**config.mk**
```make
export PLATFORM = sky130hd
export DESIGN_NAME = vw_bank
export DESIGN_NICKNAME = d
export VERILOG_FILES = /design/src/rtl/vw_pkg.sv /design/src/rtl/vw_lookup.sv /design/src/rtl/vw_in_bank.sv /design/src/rtl/vw_out_bank.sv /design/src/rtl/vw_ack_link.sv /design/src/rtl/vw_bank.sv
export SDC_FILE = /design/constraint.sdc
export NUM_CORES = 1
export LEC_CHECK = 0
export CORE_UTILIZATION = 45
export DETAILED_ROUTE_END_ITERATION = 12
export DONT_BUFFER_PORTS = 1
export SLEW_MARGIN = 20
export SYNTH_ARGS = -nofsm -noshare
export SYNTH_HDL_FRONTEND = slang
export SYNTH_SLANG_ARGS = --single-unit
```
**constraint.sdc**
```tcl
create_clock -name clk_i -period 3.9 [get_ports clk_i]
set_input_delay 0.195 -clock clk_i [delete_from_list [all_inputs] [get_ports clk_i]]
set_output_delay 0.195 -clock clk_i [all_outputs]
set_load 0.005 [all_outputs]
```
**src/rtl/vw_pkg.sv**
```systemverilog
package vw_pkg;

   localparam int IDXW = 8;
   localparam int WW   = 4;
   localparam int NUM_LINKS = 3;

   typedef enum logic [2:0] {
      OP_RD_IN  = 3'd0,
      OP_RD_OUT = 3'd1,
      OP_SET    = 3'd2,
      OP_CLR    = 3'd3,
      OP_CFG_IN = 3'd4,
      OP_CFG_OUT= 3'd5
   } op_e;

   typedef struct packed {
      logic [IDXW-1:0] idx;
      logic            en;
      logic            plt_en;
      logic            bus_en;
      logic            int_en;
   } in_cfg_t;

   typedef struct packed {
      logic [IDXW-1:0] idx;
      logic            en;
      logic            plt_en;
      logic            cold_en;
      logic [WW-1:0]   vmask;
   } out_cfg_t;

   typedef struct packed {
      logic [IDXW-1:0] src_idx;
      logic [1:0]      src_bit;
      logic [IDXW-1:0] dst_idx;
      logic [1:0]      dst_bit;
      logic            delayed;
   } link_t;

   function automatic in_cfg_t in_default(int i);
      case (i)
         0: return '{idx:8'h02, en:1'b1, plt_en:1'b0, bus_en:1'b0, int_en:1'b1};
         1: return '{idx:8'h03, en:1'b1, plt_en:1'b0, bus_en:1'b1, int_en:1'b1};
         2: return '{idx:8'h07, en:1'b1, plt_en:1'b1, bus_en:1'b1, int_en:1'b1};
         3: return '{idx:8'h41, en:1'b1, plt_en:1'b0, bus_en:1'b1, int_en:1'b1};
         4: return '{idx:8'h42, en:1'b1, plt_en:1'b0, bus_en:1'b0, int_en:1'b1};
         5: return '{idx:8'h47, en:1'b1, plt_en:1'b1, bus_en:1'b1, int_en:1'b1};
         default: return '0;
      endcase
   endfunction

   function automatic out_cfg_t out_default(int i);
      case (i)
         0: return '{idx:8'h04, en:1'b1, plt_en:1'b0, cold_en:1'b0, vmask:4'hD};
         1: return '{idx:8'h05, en:1'b1, plt_en:1'b0, cold_en:1'b0, vmask:4'hF};
         2: return '{idx:8'h06, en:1'b1, plt_en:1'b1, cold_en:1'b0, vmask:4'hC};
         3: return '{idx:8'h40, en:1'b1, plt_en:1'b0, cold_en:1'b0, vmask:4'h1};
         default: return '0;
      endcase
   endfunction

   function automatic link_t link_entry(int i);
      case (i)
         0: return '{src_idx:8'h03, src_bit:2'd2, dst_idx:8'h04, dst_bit:2'd0, delayed:1'b0};
         1: return '{src_idx:8'h07, src_bit:2'd0, dst_idx:8'h06, dst_bit:2'd3, delayed:1'b0};
         default: return '{src_idx:8'h41, src_bit:2'd0, dst_idx:8'h40, dst_bit:2'd0, delayed:1'b1};
      endcase
   endfunction

   function automatic in_cfg_t in_unpack(logic [15:0] w);
      return '{idx:w[7:0], en:w[8], plt_en:w[9], bus_en:w[10], int_en:w[11]};
   endfunction

   function automatic out_cfg_t out_unpack(logic [15:0] w);
      return '{idx:w[7:0], en:w[8], plt_en:w[9], cold_en:w[10], vmask:w[15:12]};
   endfunction

endpackage

```
**src/rtl/vw_lookup.sv**
```systemverilog
module vw_lookup #(
   parameter int N    = 4,
   parameter int IDXW = 8
) (
   input  logic [N-1:0][IDXW-1:0] idx_tab,
   input  logic [N-1:0]           en_tab,
   input  logic [IDXW-1:0]        key,
   output logic                   hit,
   output logic [N-1:0]           sel
);
   always_comb begin
      sel = '0;
      hit = 1'b0;
      for (int i = 0; i < N; i++) begin
         if (!hit && en_tab[i] && (idx_tab[i] == key)) begin
            sel[i] = 1'b1;
            hit    = 1'b1;
         end
      end
   end
endmodule

```
**src/rtl/vw_in_bank.sv**
```systemverilog
module vw_in_bank
   import vw_pkg::*;
#(
   parameter int N      = 6,
   parameter int SLOT_W = 3
) (
   input  logic                   clk_i,
   input  logic                   rst_ni,
   input  logic                   plt_rst_i,
   input  logic                   bus_rst_i,
   input  logic                   cfg_we_i,
   input  logic [SLOT_W-1:0]      cfg_slot_i,
   input  logic [15:0]            cfg_i,
   input  logic                   pkt_we_i,
   input  logic [N-1:0]           pkt_sel_i,
   input  logic [WW-1:0]          pkt_wire_i,
   input  logic [WW-1:0]          pkt_vmask_i,
   output in_cfg_t [N-1:0]        cfg_o,
   output logic [N-1:0][WW-1:0]   val_o,
   output logic [N-1:0]           chg_o
);
   for (genvar i = 0; i < N; i++) begin : g_ent
      in_cfg_t       cfg_q;
      logic [WW-1:0] wire_q, vld_q, wire_n, vld_n;
      logic          chg_q, clr;

      assign clr    = (plt_rst_i && cfg_q.plt_en) || (bus_rst_i && cfg_q.bus_en);
      assign wire_n = (wire_q & ~pkt_vmask_i) | (pkt_wire_i & pkt_vmask_i);
      assign vld_n  = vld_q | pkt_vmask_i;

      always_ff @(posedge clk_i or negedge rst_ni) begin
         if (!rst_ni) begin
            cfg_q  <= in_default(i);
            wire_q <= '0;
            vld_q  <= '0;
            chg_q  <= 1'b0;
         end else begin
            chg_q <= 1'b0;
            if (cfg_we_i && (cfg_slot_i == SLOT_W'(i)))
               cfg_q <= in_unpack(cfg_i);
            if (clr) begin
               wire_q <= '0;
               vld_q  <= '0;
            end else if (pkt_we_i && pkt_sel_i[i]) begin
               wire_q <= wire_n;
               vld_q  <= vld_n;
               chg_q  <= cfg_q.int_en && ((wire_n & vld_n) != (wire_q & vld_q));
            end
         end
      end

      assign cfg_o[i] = cfg_q;
      assign val_o[i] = wire_q & vld_q;
      assign chg_o[i] = chg_q;

      p_plt_clear_r5: assert property (@(posedge clk_i) disable iff (!rst_ni)
         (plt_rst_i && cfg_q.plt_en) |=> (val_o[i] == '0));
      p_bus_clear_r6: assert property (@(posedge clk_i) disable iff (!rst_ni)
         (bus_rst_i && cfg_q.bus_en) |=> (val_o[i] == '0));
      p_chg_real_r7: assert property (@(posedge clk_i) disable iff (!rst_ni)
         chg_q |-> (val_o[i] != $past(val_o[i])));
   end
endmodule

```
**src/rtl/vw_out_bank.sv**
```systemverilog
module vw_out_bank
   import vw_pkg::*;
#(
   parameter int N      = 4,
   parameter int NL     = 3,
   parameter int SLOT_W = 3
) (
   input  logic                   clk_i,
   input  logic                   rst_ni,
   input  logic                   plt_rst_i,
   input  logic                   cold_rst_i,
   input  logic                   cfg_we_i,
   input  logic [SLOT_W-1:0]      cfg_slot_i,
   input  logic [15:0]            cfg_i,
   input  logic                   bit_we_i,
   input  logic                   bit_set_i,
   input  logic [N-1:0]           bit_sel_i,
   input  logic [WW-1:0]          bit_mask_i,
   input  logic [NL-1:0]          lk_we_i,
   input  logic [NL-1:0][N-1:0]   lk_sel_i,
   input  logic [NL-1:0][1:0]     lk_bit_i,
   input  logic [NL-1:0]          lk_val_i,
   output out_cfg_t [N-1:0]       cfg_o,
   output logic [N-1:0][WW-1:0]   wire_o
);
   for (genvar i = 0; i < N; i++) begin : g_ent
      out_cfg_t      cfg_q, cfg_n;
      logic [WW-1:0] wire_q, wire_n;
      logic          clr;

      assign clr = (plt_rst_i && cfg_q.plt_en) || (cold_rst_i && cfg_q.cold_en);

      always_comb begin
         cfg_n = cfg_q;
         if (cfg_we_i && (cfg_slot_i == SLOT_W'(i)))
            cfg_n = out_unpack(cfg_i);
         wire_n = wire_q;
         if (bit_we_i && bit_sel_i[i])
            wire_n = bit_set_i ? (wire_n | bit_mask_i) : (wire_n & ~bit_mask_i);
         for (int l = 0; l < NL; l++) begin
            if (lk_we_i[l] && lk_sel_i[l][i])
               wire_n[lk_bit_i[l]] = lk_val_i[l];
         end
         wire_n = wire_n & cfg_n.vmask;
         if (clr)
            wire_n = '0;
      end

      always_ff @(posedge clk_i or negedge rst_ni) begin
         if (!rst_ni) begin
            cfg_q  <= out_default(i);
            wire_q <= '0;
         end else begin
            cfg_q  <= cfg_n;
            wire_q <= wire_n;
         end
      end

      assign cfg_o[i]  = cfg_q;
      assign wire_o[i] = wire_q;

      p_in_mask_r3: assert property (@(posedge clk_i) disable iff (!rst_ni)
         (wire_q & ~cfg_q.vmask) == '0);
      p_cold_clear_r6: assert property (@(posedge clk_i) disable iff (!rst_ni)
         (cold_rst_i && cfg_q.cold_en) |=> (wire_q == '0));
   end
endmodule

```
**src/rtl/vw_ack_link.sv**
```systemverilog
module vw_ack_link #(
   parameter bit DELAYED = 1'b0,
   parameter int DLY     = 20000
) (
   input  logic clk_i,
   input  logic rst_ni,
   input  logic src_i,
   output logic we_o,
   output logic val_o
);
   localparam int CW = $clog2(DLY + 1);

   logic prev_q;

   always_ff @(posedge clk_i or negedge rst_ni) begin
      if (!rst_ni) prev_q <= 1'b0;
      else         prev_q <= src_i;
   end

   assign val_o = src_i;

   if (!DELAYED) begin : g_now
      assign we_o = (src_i != prev_q);
   end else begin : g_wait
      logic          pend_q;
      logic [CW-1:0] cnt_q;

      if (DLY < 1) begin : g_bad_dly
         $error("vw_ack_link: DLY must be at least 1");
      end

      always_ff @(posedge clk_i or negedge rst_ni) begin
         if (!rst_ni) begin
            pend_q <= 1'b0;
            cnt_q  <= '0;
         end else if (src_i != prev_q) begin
            pend_q <= 1'b1;
            cnt_q  <= CW'(DLY);
         end else if (pend_q) begin
            if (cnt_q == CW'(1)) pend_q <= 1'b0;
            else                 cnt_q  <= cnt_q - CW'(1);
         end
      end

      assign we_o = pend_q && (cnt_q == CW'(1)) && (src_i == prev_q);

      p_cnt_range_r9: assert property (@(posedge clk_i) disable iff (!rst_ni)
         pend_q |-> (cnt_q >= CW'(1) && cnt_q <= CW'(DLY)));
   end
endmodule

```
**src/rtl/vw_bank.sv**
```systemverilog
module vw_bank
   import vw_pkg::*;
#(
   parameter int NUM_IN  = 6,
   parameter int NUM_OUT = 4,
   parameter int SLOT_W  = 3,
   parameter int ACK_DLY = 20000
) (
   input  logic                    clk_i,
   input  logic                    rst_ni,
   input  logic                    plt_rst_i,
   input  logic                    bus_rst_i,
   input  logic                    cold_rst_i,
   input  logic                    req_i,
   input  logic [2:0]              op_i,
   input  logic [7:0]              idx_i,
   input  logic [3:0]              mask_i,
   input  logic [SLOT_W-1:0]       slot_i,
   input  logic [15:0]             cfg_i,
   output logic [3:0]              rdata_o,
   output logic                    miss_o,
   input  logic                    pkt_vld_i,
   input  logic [7:0]              pkt_idx_i,
   input  logic [3:0]              pkt_wire_i,
   input  logic [3:0]              pkt_vmask_i,
   output logic [NUM_IN-1:0]       chg_o,
   output logic [4*NUM_OUT-1:0]    out_wire_o
);
   localparam int NL = NUM_LINKS;

   if (NUM_IN < 1 || NUM_OUT < 1 || ACK_DLY < 1 ||
       (2**SLOT_W) < NUM_IN || (2**SLOT_W) < NUM_OUT) begin : g_bad_cfg
      $error("vw_bank: illegal parameter set");
   end

   op_e op;
   assign op = op_e'(op_i);

   in_cfg_t  [NUM_IN-1:0]             in_cfg;
   out_cfg_t [NUM_OUT-1:0]            out_cfg;
   logic     [NUM_IN-1:0][WW-1:0]     in_val;
   logic     [NUM_OUT-1:0][WW-1:0]    out_val;
   logic     [NUM_IN-1:0][IDXW-1:0]   in_idx;
   logic     [NUM_OUT-1:0][IDXW-1:0]  out_idx;
   logic     [NUM_IN-1:0]             in_en;
   logic     [NUM_OUT-1:0]            out_en;

   always_comb begin
      for (int i = 0; i < NUM_IN; i++) begin
         in_idx[i] = in_cfg[i].idx;
         in_en[i]  = in_cfg[i].en;
      end
      for (int i = 0; i < NUM_OUT; i++) begin
         out_idx[i] = out_cfg[i].idx;
         out_en[i]  = out_cfg[i].en;
      end
   end

   // register-port and packet lookups
   logic                in_hit, out_hit, pkt_hit;
   logic [NUM_IN-1:0]   in_sel, pkt_sel;
   logic [NUM_OUT-1:0]  out_sel;

   vw_lookup #(.N(NUM_IN), .IDXW(IDXW)) u_lk_bus_in (
      .idx_tab(in_idx), .en_tab(in_en), .key(idx_i), .hit(in_hit), .sel(in_sel));
   vw_lookup #(.N(NUM_OUT), .IDXW(IDXW)) u_lk_bus_out (
      .idx_tab(out_idx), .en_tab(out_en), .key(idx_i), .hit(out_hit), .sel(out_sel));
   vw_lookup #(.N(NUM_IN), .IDXW(IDXW)) u_lk_pkt (
      .idx_tab(in_idx), .en_tab(in_en), .key(pkt_idx_i), .hit(pkt_hit), .sel(pkt_sel));

   // acknowledge links
   logic [NL-1:0]              lk_we, lk_val, lk_src;
   logic [NL-1:0][NUM_OUT-1:0] lk_sel;
   logic [NL-1:0][1:0]         lk_bit;

   for (genvar l = 0; l < NL; l++) begin : g_link
      localparam link_t LK = link_entry(l);
      logic               s_hit, d_hit;
      logic [NUM_IN-1:0]  s_sel;
      logic [NUM_OUT-1:0] d_sel;

      vw_lookup #(.N(NUM_IN), .IDXW(IDXW)) u_src (
         .idx_tab(in_idx), .en_tab(in_en), .key(LK.src_idx), .hit(s_hit), .sel(s_sel));
      vw_lookup #(.N(NUM_OUT), .IDXW(IDXW)) u_dst (
         .idx_tab(out_idx), .en_tab(out_en), .key(LK.dst_idx), .hit(d_hit), .sel(d_sel));

      always_comb begin
         lk_src[l] = 1'b0;
         for (int i = 0; i < NUM_IN; i++)
            if (s_sel[i]) lk_src[l] = in_val[i][LK.src_bit];
      end

      logic we_raw;
      vw_ack_link #(.DELAYED(LK.delayed), .DLY(ACK_DLY)) u_link (
         .clk_i(clk_i), .rst_ni(rst_ni), .src_i(lk_src[l] & s_hit),
         .we_o(we_raw), .val_o(lk_val[l]));

      assign lk_we[l]  = we_raw && d_hit;
      assign lk_sel[l] = d_sel;
      assign lk_bit[l] = LK.dst_bit;
   end

   vw_in_bank #(.N(NUM_IN), .SLOT_W(SLOT_W)) u_in (
      .clk_i(clk_i), .rst_ni(rst_ni),
      .plt_rst_i(plt_rst_i), .bus_rst_i(bus_rst_i),
      .cfg_we_i(req_i && op == OP_CFG_IN), .cfg_slot_i(slot_i), .cfg_i(cfg_i),
      .pkt_we_i(pkt_vld_i && pkt_hit), .pkt_sel_i(pkt_sel),
      .pkt_wire_i(pkt_wire_i), .pkt_vmask_i(pkt_vmask_i),
      .cfg_o(in_cfg), .val_o(in_val), .chg_o(chg_o));

   vw_out_bank #(.N(NUM_OUT), .NL(NL), .SLOT_W(SLOT_W)) u_out (
      .clk_i(clk_i), .rst_ni(rst_ni),
      .plt_rst_i(plt_rst_i), .cold_rst_i(cold_rst_i),
      .cfg_we_i(req_i && op == OP_CFG_OUT), .cfg_slot_i(slot_i), .cfg_i(cfg_i),
      .bit_we_i(req_i && (op == OP_SET || op == OP_CLR) && out_hit),
      .bit_set_i(op == OP_SET), .bit_sel_i(out_sel), .bit_mask_i(mask_i),
      .lk_we_i(lk_we), .lk_sel_i(lk_sel), .lk_bit_i(lk_bit), .lk_val_i(lk_val),
      .cfg_o(out_cfg), .wire_o(out_val));

   // read data and miss detection
   logic miss_now;

   always_comb begin
      rdata_o = '0;
      if (req_i && op == OP_RD_IN) begin
         for (int i = 0; i < NUM_IN; i++)
            if (in_sel[i]) rdata_o = rdata_o | in_val[i];
      end else if (req_i && op == OP_RD_OUT) begin
         for (int i = 0; i < NUM_OUT; i++)
            if (out_sel[i]) rdata_o = rdata_o | out_val[i];
      end
      miss_now = pkt_vld_i && !pkt_hit;
      if (req_i) begin
         case (op)
            OP_RD_IN:          miss_now = miss_now || !in_hit;
            OP_RD_OUT, OP_SET,
            OP_CLR:            miss_now = miss_now || !out_hit;
            OP_CFG_IN:         miss_now = miss_now || (int'(slot_i) >= NUM_IN);
            OP_CFG_OUT:        miss_now = miss_now || (int'(slot_i) >= NUM_OUT);
            default:           miss_now = 1'b1;
         endcase
      end
   end

   always_ff @(posedge clk_i or negedge rst_ni) begin
      if (!rst_ni)       miss_o <= 1'b0;
      else if (miss_now) miss_o <= 1'b1;
   end

   always_comb begin
      for (int i = 0; i < NUM_OUT; i++)
         out_wire_o[4*i +: 4] = out_val[i];
   end

   p_miss_sticky_r4: assert property (@(posedge clk_i) disable iff (!rst_ni)
      miss_o |=> miss_o);
   p_miss_set_r4: assert property (@(posedge clk_i) disable iff (!rst_ni)
      (req_i && op == OP_RD_IN && !in_hit) |=> miss_o);
   p_miss_rd_zero_r4: assert property (@(posedge clk_i) disable iff (!rst_ni)
      (req_i && op == OP_RD_IN && !in_hit) |-> (rdata_o == '0));
endmodule

```
Word level (Yosys, flattened, before mapping)
Index checks and enable logic that the tools add are counted.
{"block": "totals", "reg_bits": 222, "in_bits": 57, "out_inout_bits": 27, "elab_cells": 621}
{"block": "classes", "addsub": 1, "magnitude_cmp": 2, "n_eq_ne": 68, "muxes": 196, "bitwise": 56, "n_reduce_logical": 220}
{"op": "two-way mux 4 bit", "n": 67}
{"op": "logical AND 1 bit", "n": 154}
{"op": "== test 8 bit", "n": 16}
{"op": "two-way mux 1 bit", "n": 125}
{"op": "== test 8 x 3 -> 1 bit (second input constant)", "n": 14}
{"op": "bitwise AND 4 bit", "n": 27}
{"op": "OR 4 bit", "n": 24}
{"op": "== test 8 x 7 -> 1 bit (second input constant)", "n": 10}
{"op": "== test 8 x 2 -> 1 bit (second input constant)", "n": 6}
{"op": "two-way mux 15 bit", "n": 3}
{"op": "zero test 1 bit", "n": 40}
{"op": "!= test 4 bit", "n": 6}
{"op": "== test 15 x 1 -> 1 bit (second input constant)", "n": 1}
{"op": "logical OR 1 bit", "n": 15}
{"op": "subtractor 15 x 1 -> 15 bit (second input constant)", "n": 1}
{"op": "nonzero test 2 bit", "n": 7}
{"op": "== test 3 x 2 -> 1 bit (second input constant)", "n": 4}
{"op": "== test 3 bit (second input constant)", "n": 4}
{"op": "NOT 4 bit", "n": 2}
{"op": "== test 3 x 1 -> 1 bit (second input constant)", "n": 2}
{"op": ">= comparator 3 bit (second input constant)", "n": 2}
{"op": "zero test 3 bit", "n": 2}
{"op": "one-hot mux 1 bit (4 select lines)", "n": 1}
{"op": "bitwise AND 1 bit", "n": 3}
{"op": "5 further kinds", "n": 7}

Logic depth before layout (Yosys ltp)
{"block": "depth", "word_depth": 33, "mapped_depth": 10}

By module
Synthesis repeated with hierarchy kept, for this count alone.
{"block": "unflattened", "hier_cells": 1618, "hier_area_um2": 15950.3}
{"module": "vw_in_bank", "n_inst": 1, "cells_each": 482, "area_each_um2": 5472.7, "seq_area_each_um2": 3193.1}
{"module": "vw_out_bank", "n_inst": 1, "cells_each": 331, "area_each_um2": 3913.8, "seq_area_each_um2": 1928.1}
{"module": "vw_lookup at g_link[0].u_src ...", "n_inst": 5, "cells_each": 83, "area_each_um2": 671.9, "seq_area_each_um2": 0.0}
{"module": "vw_lookup at g_link[0].u_dst ...", "n_inst": 4, "cells_each": 51, "area_each_um2": 405.4, "seq_area_each_um2": 0.0}
{"module": "vw_ack_link at g_link[2].u_link", "n_inst": 1, "cells_each": 94, "area_each_um2": 942.2, "seq_area_each_um2": 425.4}
{"module": "vw_bank", "n_inst": 1, "cells_each": 86, "area_each_um2": 558.0, "seq_area_each_um2": 25.0}
{"module": "vw_ack_link at g_link[0].u_link ...", "n_inst": 2, "cells_each": 3, "area_each_um2": 41.3, "seq_area_each_um2": 25.0}

Least setup slack after synthesis
No wires, ideal clock.
{"block": "synth_path", "path_type": "reg2reg", "from": "reg u_in.g_ent[5].cfg_q (netlist bit u_in.cfg_o[68])", "to": "reg u_out.g_ent[0].wire_q[0]", "setup_ns": 0.098, "arrival_time_ns": 2.520, "required_ns": 3.802, "slack_ns": 1.282, "path_stages_with_launch": 9, "path_buffers": 0, "cell_sequence": "dfrtp_1 > or3_1 > or4_1 > mux2_4 > a21oi_2 > o21ai_2 > xor2_2 > a32oi_1 > nor4bb_2"}
{"block": "synth_via", "elab_chain_len": 13, "elab_cells_between_ends": 24}
{"item": "from (decl)", "line_no": "vw_in_bank.sv:23", "text": "in_cfg_t cfg_q;"}
{"item": "from (signal assigned)", "line_no": "vw_in_bank.sv:33", "text": "cfg_q <= in_default(i);"}
{"item": "from (signal assigned)", "line_no": "vw_in_bank.sv:40", "text": "cfg_q <= in_unpack(cfg_i);"}
{"item": "== test 8 x 2 -> 1 bit", "line_no": "vw_lookup.sv:15", "text": "if (!hit && en_tab[i] && (idx_tab[i] == key)) begin"}
{"item": "logical AND 1 bit", "line_no": "vw_lookup.sv:15"}
{"item": "two-way mux 1 bit", "line_no": "vw_lookup.sv:15"}
{"item": "two-way mux 1 bit", "line_no": "vw_bank.sv:90", "text": "if (s_sel[i]) lk_src[l] = in_val[i][LK.src_bit];"}
{"item": "bitwise AND 1 bit", "line_no": "vw_bank.sv:95", "text": ".clk_i(clk_i), .rst_ni(rst_ni), .src_i(lk_src[l] & s_hit),"}
{"item": "!= test 1 bit", "line_no": "vw_ack_link.sv:23", "text": "assign we_o = (src_i != prev_q);"}
{"item": "logical AND 1 bit", "line_no": "vw_bank.sv:98", "text": "assign lk_we[l] = we_raw && d_hit;"}
{"item": "logical AND 1 bit", "line_no": "vw_out_bank.sv:41", "text": "if (lk_we_i[l] && lk_sel_i[l][i])"}
{"item": "two-way mux 1 bit", "line_no": "vw_out_bank.sv:41"}
{"item": "two-way mux 4 bit", "line_no": "vw_out_bank.sv:41"}
{"item": "two-way mux 1 bit (*)", "line_no": "vw_out_bank.sv:41"}
{"item": "bitwise AND 4 bit (*)", "line_no": "vw_out_bank.sv:44", "text": "wire_n = wire_n & cfg_n.vmask;"}
{"item": "two-way mux 4 bit (*)", "line_no": "vw_out_bank.sv:45", "text": "if (clr)"}
{"item": "via u_out.g_ent[0].wire_n[0]", "line_no": "vw_out_bank.sv:28", "text": "logic [WW-1:0] wire_q, wire_n;"}
{"item": "to (signal assigned)", "line_no": "vw_out_bank.sv:55", "text": "wire_q <= wire_n;"}
{"item": "to (decl)", "line_no": "vw_out_bank.sv:28"}
The timed path passes the listed nets; every way through them passes the cells marked *.
A chain may end at the register's enable or synchronous reset.

Worst setup path after layout
{"block": "layout_path", "from": "reg u_out.g_ent[3].cfg_q (netlist bit u_out.cfg_o[58])", "to": "out rdata_o[3]"}
{"block": "layout_via", "elab_chain_len": 6}
{"item": "from (decl)", "line_no": "vw_out_bank.sv:27", "text": "out_cfg_t cfg_q, cfg_n;"}
{"item": "from (signal assigned)", "line_no": "vw_out_bank.sv:51", "text": "cfg_q <= out_default(i);"}
{"item": "from (signal assigned)", "line_no": "vw_out_bank.sv:54", "text": "cfg_q <= cfg_n;"}
{"item": "== test 8 bit", "line_no": "vw_lookup.sv:15"}
{"item": "logical AND 1 bit", "line_no": "vw_lookup.sv:15"}
{"item": "two-way mux 1 bit", "line_no": "vw_lookup.sv:15"}
{"item": "two-way mux 4 bit", "line_no": "vw_bank.sv:130", "text": "if (out_sel[i]) rdata_o = rdata_o | out_val[i];"}
{"item": "two-way mux 4 bit", "line_no": "vw_bank.sv:128", "text": "end else if (req_i && op == OP_RD_OUT) begin"}
{"item": "two-way mux 4 bit", "line_no": "vw_bank.sv:125", "text": "if (req_i && op == OP_RD_IN) begin"}
{"item": "to (decl)", "line_no": "vw_bank.sv:20", "text": "output logic [3:0] rdata_o,"}
Every way passes these cells.

==> metrics.md <==
| Metric | Value |
|---|---|
| GPL Wtd Cong | 0.8717 |
| Failing checks | hold timing |
| DIE WIDTH | around 170 µm |
| FILL cells | 2519 |
| Total wire length | 36980 µm |
| Max-cap viol count | 0 |
| GRT Total Usage | 26.14% |
| Initial antenna violation count | 3 |
| Initial Util | 46.16% |
| Critical Path Fanout Max | 4 |
| Fin cells | 1619 |
| Initial drt markers | approximately 720 |
| Tightest Pin Transition | 1.073 ns |
| Sequential Area | 5622 µm² |
| Port Buf Inserts | 0 |
| Ys async rst share | 100.0% |
| Yosys warns | 0 |
| Worst R2R Start | u_in.cfg_o[51] |
| Layout area overhead | 11.52% |
| Unrepaired setup endpoints after global routing | false |
| HPWL Detailed | 24750 µm |
| Core area | 27180 µm² |
| Hold_ws | -0.6444 ns |
| Clock sink count | 222 |
| Max Freq | between 0.2 and 0.3 GHz |
| Vias | approximately 9500 |
| Post-Syn Instances | around 1200 |
| Placed Cells | 1532 |
| CP Data Arrival Time | approximately 3.3 ns |
| Status | finished, violations left |
| Hold Crit Class | primary input to asynchronous set/reset pin |
| CP Capture Type | output pin |
| Global-route wire length before repair | ~56000 µm |
| Largest net degree at the start of global routing | 223 |
| R2R cell count | 8 |
| WS Path Type | register to output pin |
| Peak supply drop | between 0.2 and 0.3 mV |
| Setup TNS | 0 ns |
| Hold Vio Cnt, Final | 222 |
| Share of cells above drive strength 1 | a little over a fifth |
| Post_cts resized | 0 |
| Syn_area_per_cell | 10.31 µm² |
| Final Max Slew Viols | 0 |
| Post-synth EDFFs | 0 |
| Root buffer cell | clkbuf_16 |
| Die area | 28550 µm² |
| Height of the die | 169.0 µm |
| CP Data Required Time | 3.70 ns |
| First drt pass iteration count | 5 |
| Vias per cell | 5.874 |
| CP startpoint kind | register |
| Final setup fails | 0 |
| R2R Path End | u_out.g_ent[0].wire_q[0] |
| Multi-input logic area | 6495 µm² |
| Final routed DRC violation total | 0 |
| Post-synth top flop | dfrtp_1 |
| Relative slew slack | 28.18% |
| Sequential area share after synthesis | 44.81% |
| NumNets Final | 1284 |
| Final Skew | 0.01256 ns |
| Vias in the first global route | around 9000 |
| Net Count, Synth | 1276 |
| R2R Setup Slk | around 0.83 ns |
| Pre-CTS WS | 0.8848 ns |
| Worst skew pair latency | 0.54 ns |
| Post-synth cell types | 78 |
| IO Count | 84 |
| Detail Route Antenna Nets | 0 |
| Reg clk slew, reported paths | approximately 0.06 ns |
| CTS tree | done |
| Tmin final | between 3 and 4 ns |
| CTS HTree Levels | 1 |
| Post-CTS Setup Repair Bufs | 0 |
| CTS Hold Buffers Added | 37 |
| Final Cycle Share | 89.34% |
| Flops & latches, synth | 222 |
| Wire per inst | 22.84 µm |
| Post-Syn Area | 12540 µm² |
| Grt total ovfl | 0 |
| Leakage power | 5.836 nW |
| Total CTS buffers | 26 |
| CTS max path bufs | 3 |
| Setup WS post-layout | 0.4158 ns |
| Cell Pwr Density | 438.9 nW/µm² |
| Row count | 60 |
-- state kept, by name (all words and copies together) (netlist names) --
signal and cells:
g_link.u_link.g_wait.cnt_q 15, g_link.u_link.g_wait.pend_q 1, g_link.u_link.prev_q 3, miss_o 1
u_in.cfg_o 72, u_in.g_ent.chg_q 6, u_in.g_ent.vld_q 24, u_in.g_ent.wire_q 24
u_out.cfg_o 60, u_out.g_ent.wire_q 16
-- per-layer routing --
metal  vias up  share of wire, %  GRT usage, %
met2       373                43         39.27
met3        60               7.8         4.513
li1       4317                 -             -
met1      4758                47         38.46
met5         -             0.035             0
met4         2               2.2         7.470
-- layout by cell type, fill, tap and decap left out, types with 4 or more instances in the layout --
| master | instances |
|---|---|
| nand3_1 | 45 |
| o21ai_0 | 17 |
| and4_1 | 5 |
| a31oi_1 | 7 |
| buf_4 | 16 |
| nor3b_1 | 8 |
| clkbuf_1 | 11 |
| a22oi_1 | 7 |
| and3_1 | 5 |
| clkinv_2 | 5 |
| clkbuf_8 | 5 |
| nand2_1 | 107 |
| nor4_1 | 22 |
| nor4bb_1 | 6 |
| mux2i_1 | 29 |
| nand4_1 | 27 |
| dfrtp_1 | 169 |
| o22ai_1 | 5 |
| clkbuf_16 | 27 |
| xor2_1 | 51 |
| a22o_1 | 16 |
| nand2b_1 | 11 |
| nor2b_1 | 14 |
| or3_1 | 8 |
| dfstp_2 | 53 |
| dlygate4sd3_1 | 37 |
| inv_1 | 27 |
| nor3_1 | 37 |
| mux2_2 | 134 |
| a21oi_1 | 49 |
| nor4b_1 | 4 |
| xnor2_1 | 114 |
| nor2_1 | 79 |
| and2_1 | 8 |
| or4_1 | 5 |
-- worst max path at each step --
stage | start | to | slack (ns) | cells past startpoint
floorplan | u_in.cfg_o[68] | u_out.g_ent[0].wire_q[0] | 1.28 | 8
global placement | u_in.cfg_o[51] | u_out.g_ent[0].wire_q[0] | 0.97 | 8
detailed placement | u_in.cfg_o[51] | u_out.g_ent[0].wire_q[0] | 0.88 | 8
CTS | u_out.cfg_o[58] | rdata_o[3] | 0.53 | 6
global route | u_out.cfg_o[58] | rdata_o[3] | 0.28 | 6
finish | u_out.cfg_o[58] | rdata_o[3] | 0.42 | 6
-- final cells by class --
class	count	share of cell area, %
Antenna cell	2	0.03577
Sequential cell	222	40.18
Multi-Input combinational cell	895	46.43
Timing Repair Buffer	53	3.506
Clock buffer	43	5.617
Clock inverter	5	0.1789
Inverter	27	0.7244
Tap cell	372	3.327
-- synth_stat cells, types with 4 or more instances --
| cell type | number | area, µm² |
|---|---|---|
| nand3_1 | 45 | 225.2 |
| nor3b_1 | 8 | 60.06 |
| dfstp_2 | 53 | 1393 |
| nand2b_1 | 11 | 68.82 |
| buf_2 | 11 | 55.05 |
| buf_4 | 13 | 97.59 |
| nor2_1 | 79 | 296.5 |
| o22ai_1 | 5 | 31.28 |
| xnor2_1 | 114 | 998.5 |
| nor4bb_1 | 6 | 60.06 |
| o21ai_0 | 17 | 85.08 |
| or3_1 | 8 | 50.05 |
| mux2i_1 | 29 | 290.3 |
| nand4_1 | 27 | 168.9 |
| and3_1 | 5 | 31.28 |
| a22oi_1 | 7 | 52.55 |
| and4_1 | 5 | 43.79 |
| clkbuf_1 | 23 | 86.33 |
| a21oi_1 | 49 | 245.2 |
| nand2_1 | 107 | 401.6 |
| inv_1 | 27 | 101.4 |
| nor2b_1 | 14 | 87.58 |
| nor4_1 | 22 | 137.6 |
| buf_1 | 26 | 97.59 |
| xor2_1 | 51 | 446.7 |
| nor4b_1 | 4 | 35.03 |
| and2_1 | 8 | 50.05 |
| or4_1 | 5 | 37.54 |
| dfrtp_1 | 169 | 4229 |
| mux2_2 | 134 | 1509 |
| a22o_1 | 16 | 140.1 |
| a31oi_1 | 7 | 43.79 |
| nor3_1 | 39 | 195.2 |
-- through the flow --
step                instance area [µm²]  utilization, %  hold slack (ns)  total power [mW]
global placement                  12800           47.11         -0.08854             3.722
global route                      13990           51.48          -0.6632             6.412
detailed placement                12800           47.11         -0.08811             3.754
floorplan                         12540               -          -0.1006             3.624
finish                            13990           51.48          -0.6444             6.140
CTS                               13980           51.46          -0.6645             6.181
-- cells by family (layout without fill, tap and decap cells) --
kind of cell | Yosys count | after routing | synth area share (%)
compound gates | 138 | 138 | 7.311
flops | 222 | 222 | 44.81
other cells | 0 | 2 | 0
xor+xnor | 167 | 167 | 11.78
buf+inv | 100 | 128 | 3.491
mux | 165 | 165 | 14.55
fa+ha+maj | 2 | 2 | 0.1994
simple gates | 423 | 423 | 17.85
-- critical path, stage by stage, from the launching register on --
cell,delay (ns)
dfstp_2,0.55
xor2_1,0.06
nor3_1,0.49
nand3_1,0.25
nor4_1,0.55
a21oi_1,0.22
o311ai_0,0.62
-- report_power, final --
| part | total (mW) | internal, mW | switching (mW) |
|---|---|---|---|
| clock network | 2.35 | 1.36 | 0.981 |
| registers | 2.89 | 2.63 | 0.263 |
| logic | 0.904 | 0.486 | 0.419 |
No activity file was read; power rests on OpenSTA's default activity.
